`config.mk`:
```
export PLATFORM = sky130hd
export DESIGN_NAME = strobe_reload_counter
export DESIGN_NICKNAME = d
export VERILOG_FILES = /design/src/rtl/strobe_reload_counter_pkg.sv /design/src/rtl/src_carry_inc.sv /design/src/rtl/src_ge_cmp.sv /design/src/rtl/src_term_stage.sv /design/src/rtl/strobe_reload_counter.sv
export SDC_FILE = /design/constraint.sdc
export NUM_CORES = 1
export LEC_CHECK = 0
export ABC_AREA = 1
export BUFFER_PORTS_ARGS = -buffer_cell sky130_fd_sc_hd__buf_4
export CORE_MARGIN = 8
export CORE_UTILIZATION = 45
export DETAILED_ROUTE_END_ITERATION = 7
export PLACE_DENSITY = 0.7
export SLEW_MARGIN = 20
export SYNTH_ARGS = -nofsm -noshare
export SYNTH_HDL_FRONTEND = slang
export SYNTH_SLANG_ARGS = --single-unit
```
`constraint.sdc`:
```
create_clock -name clk -period 4.5 [get_ports clk]
set_input_delay 0.9 -clock clk [delete_from_list [all_inputs] [get_ports clk]]
set_output_delay 0.9 -clock clk [all_outputs]
set_load 0.01 [all_outputs]
```
`src/rtl/strobe_reload_counter_pkg.sv`:
```
package strobe_reload_counter_pkg;
    localparam int unsigned DEF_CNT_W = 16;

    // value loaded by reset and by the strobe
    function automatic logic [DEF_CNT_W-1:0] reload_value();
        return DEF_CNT_W'(1);
    endfunction
endpackage

```
`src/rtl/src_carry_inc.sv`:
```
module src_carry_inc #(
    parameter int unsigned W = 16
) (
    input  logic [W-1:0] a,
    input  logic         cin,
    output logic [W-1:0] sum,
    output logic         cout
);
    logic [W:0] carry;

    assign carry[0] = cin;

    for (genvar i = 0; i < W; i++) begin : g_bit
        assign sum[i]      = a[i] ^ carry[i];
        assign carry[i+1]  = a[i] & carry[i];
    end

    assign cout = carry[W];
endmodule

```
`src/rtl/src_ge_cmp.sv`:
```
module src_ge_cmp #(
    parameter int unsigned W = 16
) (
    input  logic [W-1:0] lhs,
    input  logic [W-1:0] rhs,
    output logic         ge
);
    // lhs >= rhs  <=>  carry out of lhs + ~rhs + 1
    logic [W:0] carry;

    assign carry[0] = 1'b1;

    for (genvar i = 0; i < W; i++) begin : g_bit
        assign carry[i+1] = (lhs[i] & ~rhs[i]) | (lhs[i] & carry[i]) | (~rhs[i] & carry[i]);
    end

    assign ge = carry[W];
endmodule

```
`src/rtl/src_term_stage.sv`:
```
module src_term_stage #(
    parameter int unsigned W = 16
) (
    input  logic         clk,
    input  logic [W-1:0] term_d,
    output logic [W-1:0] term_q
);
    logic [W-1:0] stage_q = '0;

    always_ff @(posedge clk) begin
        stage_q <= term_d;
    end

    assign term_q = stage_q;
endmodule

```
`src/rtl/strobe_reload_counter.sv`:
```
module strobe_reload_counter
    import strobe_reload_counter_pkg::*;
#(
    parameter int unsigned CNT_W = DEF_CNT_W
) (
    input  logic             clk,
    input  logic             rst_n,
    input  logic             en,
    input  logic [CNT_W-1:0] term_in,
    output logic             strobe,
    output logic [CNT_W-1:0] count
);
    localparam logic [CNT_W-1:0] RELOAD = CNT_W'(1);

    typedef struct packed {
        logic [CNT_W-1:0] cnt;
        logic             stb;
    } state_t;

    state_t state_d;
    state_t state_q = '0;

    logic [CNT_W-1:0] term_q;
    logic [CNT_W-1:0] inc_sum;
    logic             inc_cout;
    logic             at_term;

    src_term_stage #(.W(CNT_W)) u_term (
        .clk    (clk),
        .term_d (term_in),
        .term_q (term_q)
    );

    src_carry_inc #(.W(CNT_W)) u_inc (
        .a    (state_q.cnt),
        .cin  (en),
        .sum  (inc_sum),
        .cout (inc_cout)
    );

    src_ge_cmp #(.W(CNT_W)) u_cmp (
        .lhs (state_q.cnt),
        .rhs (term_q),
        .ge  (at_term)
    );

    always_comb begin
        state_d     = state_q;
        state_d.cnt = inc_sum;
        state_d.stb = en & at_term;
        if (!rst_n || state_q.stb) begin
            state_d.cnt = RELOAD;
            state_d.stb = 1'b0;
        end
    end

    always_ff @(posedge clk) begin
        state_q <= state_d;
    end

    assign strobe = state_q.stb;
    assign count  = state_q.cnt;

    logic unused_cout;
    assign unused_cout = inc_cout;
endmodule

```
-- After elaboration in Yosys (flattened, before gate mapping)
Index checks and enable logic that the tools add are counted.
- register bits after elaboration: 33
- latch bits: 0
- RAM bits: 0
- memory bits (read-only): 0
- bits of input ports: 19
- output and inout port bits: 17
- word-level logic and storage cells: 131
- memories: 0
- add/subtract/negate cells: 0
- multiply operators: 0
- divide/modulo/power cells: 0
- $lt $le $gt $ge: 0
- eq/ne operators: 0
- shift-type cells: 0
- muxes and demuxes: 0
- bitwise gates (word level): 126
- reduce and logical (&&, ||, !) cells: 2
- operators by type and width (cell ; count):
    $and A1 B1 Y1 ; 62
    $or A1 B1 Y1 ; 32
    $not A1 Y1 ; 16
    $xor A1 B1 Y1 ; 16
    $logic_not A1 Y1 ; 1
    $logic_or A1 B1 Y1 ; 1

-- Longest topological paths before layout
- depth in word-level cells: 50
- gate-level depth with buffers: 19
- mapped depth without buffers: 19

-- Modules after synthesis
From an unflattened synthesis, not the netlist that was laid out.
- cell total of the unflattened synthesis: 161
- area total of the unflattened synthesis: 1403.8 um^2
- modules (own cells, without submodules) (module ; times used ; cells an instance ; area an instance (um^2)):
    strobe_reload_counter ; 1 ; 53 ; 524.3
    src_ge_cmp ; 1 ; 76 ; 359.1
    src_term_stage ; 1 ; 16 ; 320.3
    src_carry_inc ; 1 ; 16 ; 200.2

-- Worst setup path after synthesis
Ideal clock, no wire load.
- kind: input -> register
- start point: input en
- end point: register state_q (netlist bit count[15])
- library setup time: 0.118 ns
- arrival time: 3.648 ns
- setup slack: 0.734 ns
- cell stages on the path: 17
- buffers on the path: 0
- cell sequence: ha_1 > ha_1 > ha_1 > ha_1 > ha_1 > ha_1 > ha_1 > ha_1 > ha_1 > ha_1 > ha_1 > ha_1 > ha_1 > ha_1 > ha_1 > xnor2_1 > nor2_1
- longest elaborated chain between the ends: 16
- RTL lines (what ; line ; source):
    from (decl) ; strobe_reload_counter.sv:8 ; input logic en,
    $and A1 B1 Y1 (15 in a row) ; src_carry_inc.sv:15 ; assign carry[i+1] = a[i] & carry[i];
    $xor A1 B1 Y1 ; src_carry_inc.sv:14 ; assign sum[i] = a[i] ^ carry[i];
    to (signal assigned) ; strobe_reload_counter.sv:58 ; state_q <= state_d;
    to (decl) ; strobe_reload_counter.sv:21 ; state_t state_q = '0;
Every way passes these cells.
A chain may end at the register's enable or synchronous reset.

-- Worst setup path in the final report
Ends and elaborated chain as after synthesis.

==> reports/results.txt <==
Top cell type's share of synthesized area - 49.8%
CORE AREA - 0.00278 mm2
Worst Path Arrival - 3.95 ns
DR iter-0 viols - 22
Global route overflow - 0
Final Slew Violations - 0
CTS Sinks - 33
Yosys top cell by area - dfxtp_1
Cts hold-fix bufs - 0
Dpl cell area - 0.00163 mm2
Multi-input gate area - 463 um2
Setup TNS - 0 ns
Static leakage power - 0.000944 uW
PostCTS Resize Cnt - 0
Tmin final - 3.73 ns
Full die area - 0.00494 mm2
Commonest non-fill, non-tap cells in the layout - inv_1 (40), buf_4 (35), dfxtp_1 (33)
Clock Path Buffers - 2
Root Driver - clkbuf_4
Status - finished clean
Slew @ Worst Pin - 0.458 ns
DRC viols - 0
TritonRoute pass-1 iters - 4
Type of the worst setup path - in2reg
Proportion of layout cells with a drive suffix above 1 - 25.2%
Final count of negative-setup-slack endpoints - 0
Commonest non-fill, non-tap cell in the layout - inv_1
Yosys reg bits - 33
Hold Vio Cnt, Final - 0
Storage cell area - 661 um2
Place WS - 0.400 ns
IO Port Bufs - 35
Syn Inst Count - 160
Post-synth cell types - 13
Sequential share of the synthesized area - 49.8%
CP max FO - 2
Mapped Avg Cell Area - 8.30 um2
Io pins - 36
Post-layout nets - 235
Initial antenna violation count - 0
Pwr Density - 337 mW/mm2
CTS tree - yes
Inserted Diodes - 0
Reg2reg start - count[0]$_SDFF_PP1_
Max cap viols - 0
Worst hold start - u_term.term_q[15]$_DFF_P_
Clock Latency Late Sink - 0.33 ns
Drt via density - 4.36
Die Y-Extent - 70.3 um
Die X - 70.3 um
Layout Area Growth over Synthesis - 29.1%
Final GP Congestion - 0.736
Synthesized area - 0.00133 mm2
Cell Rows - 19
Final WL - 2430 um
CP required - 4.72 ns
Final ANT Viol Nets - 0
Dpl hpwl - 1950 um
Peak VDD IR - 287 uV
# H-tree levels - 2
Hold WC Path Type - reg2reg
R2r setup slk - 1.13 ns
Startpoint Class - primary input
Final WS setup - 0.771 ns
First-pass GRT wire length - 4080 um
Vias - 1,017
Design area - 0.00171 mm2
Worst clock skew - 0.0141 ns
Fillers - 256
Clock-pin slew on the worst setup and hold paths - 0.11 ns
DR WL/cell - 10.4 um
CP Capture Type - register
Setup crit start - en
Relative slew slack - 69.4%
Largest net degree at the start of global routing - 17
CTS Buf Count - 5
Synth warn - 0
Number of global-route vias before repair - 1,009
Post-CTS setup buffers - 0
Fmax - 268 MHz
Starting Density - 47.7%
GRT Resource Usage Total - 10.0%
Top post-synthesis cells by area - dfxtp_1 (50%), ha_1 (14%), inv_1 (11%), nand2_1 (9.0%), o21ai_0 (4.9%)
Net count after synthesis - 194
RSZ-0062 raised after global routing - false
Post-route clock period utilization - 82.9%
worst paths after layout:
| check | cells past startpoint | to |
|---|---|---|
| worst max register to register | 17 | count[15]$_SDFF_PP0_ |
| worst min register to register | 3 | strobe$_SDFF_PP0_ |
| worst min-delay path | 3 | strobe$_SDFF_PP0_ |
| worst max-delay path | 18 | count[15]$_SDFF_PP0_ |
flip-flops by register name (all words and copies together) (netlist names):
register / flops
u_term.term_q: 16
count: 16
strobe: 1
critical path, cell delays in order:
cell and delay, ns:
buf_4 0.11, ha_1 0.19, ha_1 0.18, ha_1 0.18
ha_1 0.18, ha_1 0.18, ha_1 0.18, ha_1 0.18
ha_1 0.20, ha_1 0.18, ha_1 0.19, ha_1 0.18
ha_1 0.18, ha_1 0.18, ha_1 0.18, ha_1 0.18
xnor2_1 0.14, nor2_1 0.05
kinds of logic (layout without fill, tap and decap cells):
kind of cell,count (synthesis),in the layout,share of synthesized area (%)
flip-flops,33,33,49.8
adder cells (fa/ha/maj),15,15,14.1
buffers and inverters,47,89,15.4
AO/OA/AOI/OAI,15,15,6.03
XOR/XNOR,1,1,0.660
AND/OR/NAND/NOR,49,49,14.0
cells in the mapped netlist:
library cell and n:
inv_1 40, dfxtp_1 33, nand2_1 32, nor2_1 16, ha_1 15, o21ai_0 13
inv_2 4, bufinv_8 2, a21oi_2 1, clkbuf_1 1, o22ai_1 1, or2_2 1
xnor2_1 1
layer usage:
metal  track usage [%]  vias up  part of all wire, %
li1                  -      549                    -
met1              9.67      445                   42
met2              17.2       21                   50
met3              5.65        2                  7.3
met4              4.02        0                 0.86
met5                 0        -                    0
report_power, final:
part           internal (uW)  leakage, uW  switching [uW]  total, uW
logic                   21.1     0.000627            16.6       37.6
clock network            132    0.0000445             100        232
registers                303     0.000273            4.97        308
total                    456     0.000944             122        578
final cells by class:
cell class	count	area share [%]
flip-flops and latches	33	38.5
clock inverters	2	2.19
multi-input cells	80	27.0
well taps	31	2.26
repair buffers	35	15.3
inverters	46	11.7
clock buffers	6	2.99
through the flow:
step / std cells / utilization (%) / total power (uW) / hold slack, ns
finish: 233 / 61.6 / 578 / 0.528
detailed placement: 225 / 58.4 / 353 / 0.517
global placement: 225 / 58.4 / 351 / 0.497
global route: 233 / 61.6 / 603 / 0.558
floorplan: 160 / - / 332 / 0.480
CTS: 233 / 61.6 / 586 / 0.535
(Power assumes the default switching activity.)
